File: config.mk
export PLATFORM = sky130hd
export DESIGN_NAME = seg_xlate
export DESIGN_NICKNAME = d
export VERILOG_FILES = /design/src/rtl/segx_pkg.sv /design/src/rtl/seg_select.sv /design/src/rtl/seg_guard.sv /design/src/rtl/phys_form.sv /design/src/rtl/seg_xlate.sv
export SDC_FILE = /design/constraint.sdc
export NUM_CORES = 1
export LEC_CHECK = 0
export BUFFER_PORTS_ARGS = -buffer_cell sky130_fd_sc_hd__buf_2
export CAP_MARGIN = 20
export CORE_ASPECT_RATIO = 0.7
export CORE_UTILIZATION = 48
export CTS_CLUSTER_DIAMETER = 60
export DETAILED_ROUTE_END_ITERATION = 12
export PLACE_DENSITY = 0.92
export SYNTH_ARGS = -nofsm -noshare
export SYNTH_HDL_FRONTEND = slang
export SYNTH_SLANG_ARGS = --single-unit
File: constraint.sdc
create_clock -name clk -period 1.3 [get_ports clk]
set_input_delay 0.065 -clock clk [delete_from_list [all_inputs] [get_ports clk]]
set_output_delay 0.065 -clock clk [all_outputs]
set_load 0.03 [all_outputs]
File: src/rtl/segx_pkg.sv
package segx_pkg;
    localparam int VA_W     = 16;
    localparam int SEG_W    = 3;
    localparam int OFF_W    = VA_W - SEG_W;
    localparam int BLK_SH   = 6;
    localparam int BLK_W    = OFF_W - BLK_SH;
    localparam int DESC_W   = 16;
    localparam int LEN_LO   = 8;
    localparam int DIR_BIT  = 3;
    localparam int CODE_W   = 3;

    typedef enum logic [1:0] {
        MODE_KER = 2'd0,
        MODE_SUP = 2'd1,
        MODE_USR = 2'd2,
        MODE_RSV = 2'd3
    } cpu_mode_e;

    typedef enum logic [CODE_W-1:0] {
        ACC_ABSENT   = 3'd0,
        ACC_RO_WATCH = 3'd1,
        ACC_RO       = 3'd2,
        ACC_BAD3     = 3'd3,
        ACC_RW_WALL  = 3'd4,
        ACC_RW_WWR   = 3'd5,
        ACC_RW       = 3'd6,
        ACC_BAD7     = 3'd7
    } acc_code_e;

    typedef struct packed {
        logic       abort;
        logic       trap;
        logic [2:0] cause;
    } verdict_t;
endpackage

File: src/rtl/seg_select.sv
module seg_select
    import segx_pkg::*;
(
    input  logic [1:0]       mode,
    input  logic             ispace,
    input  logic [2:0]       split_en,
    input  logic [VA_W-1:0]  va,
    output logic [1:0]       sel_mode,
    output logic             sel_dspace,
    output logic [SEG_W-1:0] sel_seg
);
    logic split_hit;

    always_comb begin
        unique case (cpu_mode_e'(mode))
            MODE_KER: split_hit = split_en[0];
            MODE_SUP: split_hit = split_en[1];
            MODE_USR: split_hit = split_en[2];
            default:  split_hit = 1'b0;
        endcase
    end

    assign sel_mode   = mode;
    assign sel_dspace = split_hit & ~ispace;
    assign sel_seg    = va[VA_W-1 -: SEG_W];
endmodule

File: src/rtl/seg_guard.sv
module seg_guard
    import segx_pkg::*;
(
    input  logic [1:0]        mode,
    input  logic              wr,
    input  logic [DESC_W-1:0] desc,
    input  logic [BLK_W-1:0]  blk,
    output verdict_t          verdict
);
    logic [BLK_W-1:0] seg_len;
    logic             grows_down;
    logic             len_bad;
    logic             code_abort;
    logic             code_trap;
    logic             any_abort;
    logic             unused_desc;

    assign seg_len     = desc[LEN_LO +: BLK_W];
    assign grows_down  = desc[DIR_BIT];
    assign unused_desc = ^{desc[DESC_W-1], desc[DIR_BIT+4 -: 4]};

    always_comb begin
        if (grows_down) len_bad = (blk < seg_len);
        else            len_bad = (blk > seg_len);
    end

    always_comb begin
        code_abort = 1'b0;
        code_trap  = 1'b0;
        unique case (acc_code_e'(desc[CODE_W-1:0]))
            ACC_RO_WATCH: begin
                code_abort = wr;
                code_trap  = ~wr;
            end
            ACC_RO:      code_abort = wr;
            ACC_RW_WALL: code_trap  = 1'b1;
            ACC_RW_WWR:  code_trap  = wr;
            ACC_RW:      ;
            default:     code_abort = 1'b1;
        endcase
        if (cpu_mode_e'(mode) == MODE_RSV) code_abort = 1'b1;
    end

    assign any_abort     = code_abort | len_bad;
    assign verdict.abort = any_abort;
    assign verdict.trap  = code_trap & ~any_abort;
    assign verdict.cause = {code_trap & ~any_abort, len_bad, code_abort};
endmodule

File: src/rtl/phys_form.sv
module phys_form
    import segx_pkg::*;
#(
    parameter int PA_W   = 22,
    parameter int BASE_W = 16
) (
    input  logic              xlate_en,
    input  logic [VA_W-1:0]   va,
    input  logic [BASE_W-1:0] base,
    output logic [PA_W-1:0]   pa
);
    localparam int HI_W = PA_W - OFF_W;

    logic [PA_W-1:0] mapped;
    logic [PA_W-1:0] flat;

    assign mapped = (PA_W'(base) << BLK_SH) + PA_W'(va[OFF_W-1:0]);

    always_comb begin
        if (&va[VA_W-1 -: SEG_W]) flat = {{HI_W{1'b1}}, va[OFF_W-1:0]};
        else                      flat = PA_W'(va);
    end

    assign pa = xlate_en ? mapped : flat;
endmodule

File: src/rtl/seg_xlate.sv
module seg_xlate
    import segx_pkg::*;
#(
    parameter int PA_W   = 22,
    parameter int BASE_W = 16
) (
    input  logic              clk,
    input  logic              rst_n,
    input  logic              xlate_en,
    input  logic [15:0]       va,
    input  logic [1:0]        mode,
    input  logic              ispace,
    input  logic              wr,
    input  logic [2:0]        split_en,
    output logic [1:0]        sel_mode,
    output logic              sel_dspace,
    output logic [2:0]        sel_seg,
    input  logic [BASE_W-1:0] base,
    input  logic [15:0]       desc,
    output logic [PA_W-1:0]   pa,
    output logic              abort,
    output logic              trap,
    output logic [2:0]        cause
);
    verdict_t        chk_v;
    logic [PA_W-1:0] pa_nxt;

    seg_select u_sel (
        .mode       (mode),
        .ispace     (ispace),
        .split_en   (split_en),
        .va         (va),
        .sel_mode   (sel_mode),
        .sel_dspace (sel_dspace),
        .sel_seg    (sel_seg)
    );

    seg_guard u_guard (
        .mode    (mode),
        .wr      (wr),
        .desc    (desc),
        .blk     (va[OFF_W-1:BLK_SH]),
        .verdict (chk_v)
    );

    phys_form #(.PA_W(PA_W), .BASE_W(BASE_W)) u_form (
        .xlate_en (xlate_en),
        .va       (va),
        .base     (base),
        .pa       (pa_nxt)
    );

    always_ff @(posedge clk or negedge rst_n) begin
        if (!rst_n) begin
            pa    <= '0;
            abort <= 1'b0;
            trap  <= 1'b0;
            cause <= '0;
        end else begin
            pa <= pa_nxt;
            if (xlate_en) begin
                abort <= chk_v.abort;
                trap  <= chk_v.trap;
                cause <= chk_v.cause;
            end else begin
                abort <= 1'b0;
                trap  <= 1'b0;
                cause <= '0;
            end
        end
    end
endmodule

==> metrics.txt <==
fin nets 365; period utilization 106%; Critical Path Stages 7; CP endpoint pa[18]$_DFF_PN0_; Setup WS post-layout -74.6 ps; Pre-antenna DRT Iters 4; FILL cells 192; CTS tree built; DRC 0; met2 WL 2.61 mm; Final Wtd Congestion 0.870; clock root buffer clkbuf_8; top cells by area, synth dfrtp_1 39%, ha_1 10%, mux2_2 3.3%; crit-path cells buf_8, ha_4, fa_2, a211oi_4, o21a_1, nor4b_1, or3_1; post-synthesis compound-gate area fraction 19.8%; vias in the first global route 1830; total length of routed wires 5.52 mm; die height 51.6 µm; Post-Syn Area per Cell 9.57 µm²; largest net degree at the start of global routing 27; fin util 82.6%; Yosys reg bits 26; die area 3750 µm²; dominant cell type by area after synthesis dfrtp_1; total clock sinks 26; area delta synth->final 59.6%; HP Class primary input to flop; total congestion overflow 0; Period minus WS final 1370 ps; DRT iter0 DRCs 121; Worst EP required 1470 ps; Least-Margin Pin Slew 605 ps; pre-CTS setup slack -484 ps; Top Metal Used met4; largest family of logic cells by synthesized area compound AO/OA/AOI/OAI gates; Core Area 3250 µm²; startpoint class of the critical path primary input; Slowest-stage cell, CP fa_2; total number of yosys warnings 0; Vias 1926; Die X-Extent 72.8 µm; f_max 728 MHz; violated checks negative setup slack; initial antenna violation count 0; met1 wire length 2.21 mm; number of port buffers 85; # rows 17; number of buffers created by CTS 3; CP Max Fanout 3; share of cells above drive strength 1 49.5%; Seq/Total Area, Yosys 38.6%; RSZ-0062 raised after global routing true; Routed Antenna Nets 0; max capacitance violation total 0; Power Density 971 nW/µm²; Yosys top cell area share 38.6%; leakage power 0.00130 µW; Worst slew margin 59.7%; H-tree depth 1; Cell Area, Synth 1680 µm²; vias per cell 5.70; VDD IR max 0.644 mV; crit-path max cell delay 370 ps; Mapped Cells 176; first-pass GRT wire length 8.45 mm; Yosys cell types 41; Initial Utilization 51.7%; Detail Placement HPWL 3.70 mm; Worst Setup Path Type primary input to flop; clock buffer depth 2; placed insts 323; Hold Fails Final Rpt 0; total track usage 30.0%; Setup crit start va[6]; crit end category flop; final cell count without fillers 338; adder-cell share of the synthesized area 11.6%; max-slew violation count 0; Synth Flop Type dfrtp_1; Synthesized Nets 249; ys async rst share 100%; XOR/XNOR Fraction of Synth Area 3.12%; Antenna diodes 0; clk slew on worst S/H paths 100 ps; WL per Instance 16.3 µm; Setup-failing EPs final 4; outcome complete, but fails checks; EDFF count, synth 0; mux cell area share after synthesis 3.94%; Crit path buffers/inverters 1; hold slack final 12.2 ps; routed wl met3 506 µm; Worst Path Arrival 1540 ps; simple-gate portion of the synthesized area 17.3%; Worst path top cell family by delay adder cells; num ports 91; Power Total 2610 µW
repair_timing:
action                                  CTS  global route
gates resized for setup                  14            19
buffers inserted                          3             2
endpoints found under the setup margin    6            11
gates cloned                              0             0
pin swaps                                 5            15
endpoints found under the hold margin    32             0
hold buffers                              7             0
synthesized netlist by cell type (all sizes together) (2+ instances only):
cell type  number
nor3            5
nand4b          3
clkbuf          2
ha             14
nor2            9
o21ai           9
xnor2           5
inv            10
nand2          12
o2111ai         4
nand4           6
mux2            5
o21a            4
nand3           9
a21oi          10
or3             3
a21o            5
o211ai          4
a31oi           4
buf             7
dfrtp          26
a211oi          5
sequential cells by signal (all words and copies together), names as in the netlist:
register	cells
cause	2
abort	1
trap	1
pa	22
layout make-up:
class	instances	area, µm²	area share (%)
Clock inverter	1	30.0	1.12
Clock buffer	3	41.3	1.54
Multi-Input combinational cell	131	1120	41.5
Inverter	10	37.5	1.40
Sequential cell	26	651	24.2
Tap cell	47	58.8	2.19
Timing Repair Buffer	120	753	28.0
per-layer routing:
layer | vias to the layer above | GRT usage [%]
li1 | 883 | -
met1 | 883 | 36.9
met5 | - | 0
met3 | 25 | 6.59
met4 | 0 | 9.48
met2 | 135 | 52.8
worst min-delay path by stage:
stage                 start               to  slack [ps]  depth (start not counted)
finish              desc[3]   trap$_DFF_PN0_          10                          2
detailed placement    rst_n  pa[2]$_DFF_PN0_         110                          1
CTS                 desc[3]   trap$_DFF_PN0_           7                          2
floorplan             rst_n  abort$_DFF_PN0_        -230                          0
global route        desc[3]   trap$_DFF_PN0_          10                          2
global placement      rst_n  pa[2]$_DFF_PN0_         100                          1
power breakdown:
group	internal (µW)	switching (µW)	total (µW)	leakage, µW
registers	883	19.7	903	0.000312
clock network	412	273	686	0.0000357
logic	434	587	1020	0.000953
total	1730	880	2610	0.00130
placed cells by master, fill, tap and decap left out, drive strengths merged, types with 6 or more instances in the layout:
master / count
a21oi: 10
buf: 113
dfrtp: 26
dlygate4sd3: 7
ha: 14
inv: 10
nand2: 12
nand3: 9
nand4: 6
nor2: 9
o21ai: 9
stage by stage:
| step | cell area, µm² | setup TNS, ps |
|---|---|---|
| after CTS | 2580 | -146 |
| after global placement | 2320 | -3730 |
| final | 2690 | -197 |
| after detailed placement | 2320 | -4390 |
| after floorplan | 1710 | -573 |
| after global routing | 2690 | -467 |
logic make-up after synthesis:
logic type / count (synthesis)
simple gates: 55
compound gates: 49
flops: 26
buf+inv: 19
fa+ha+maj: 15
xor+xnor: 6
mux: 6
No activity file was read; power rests on OpenSTA's default activity.
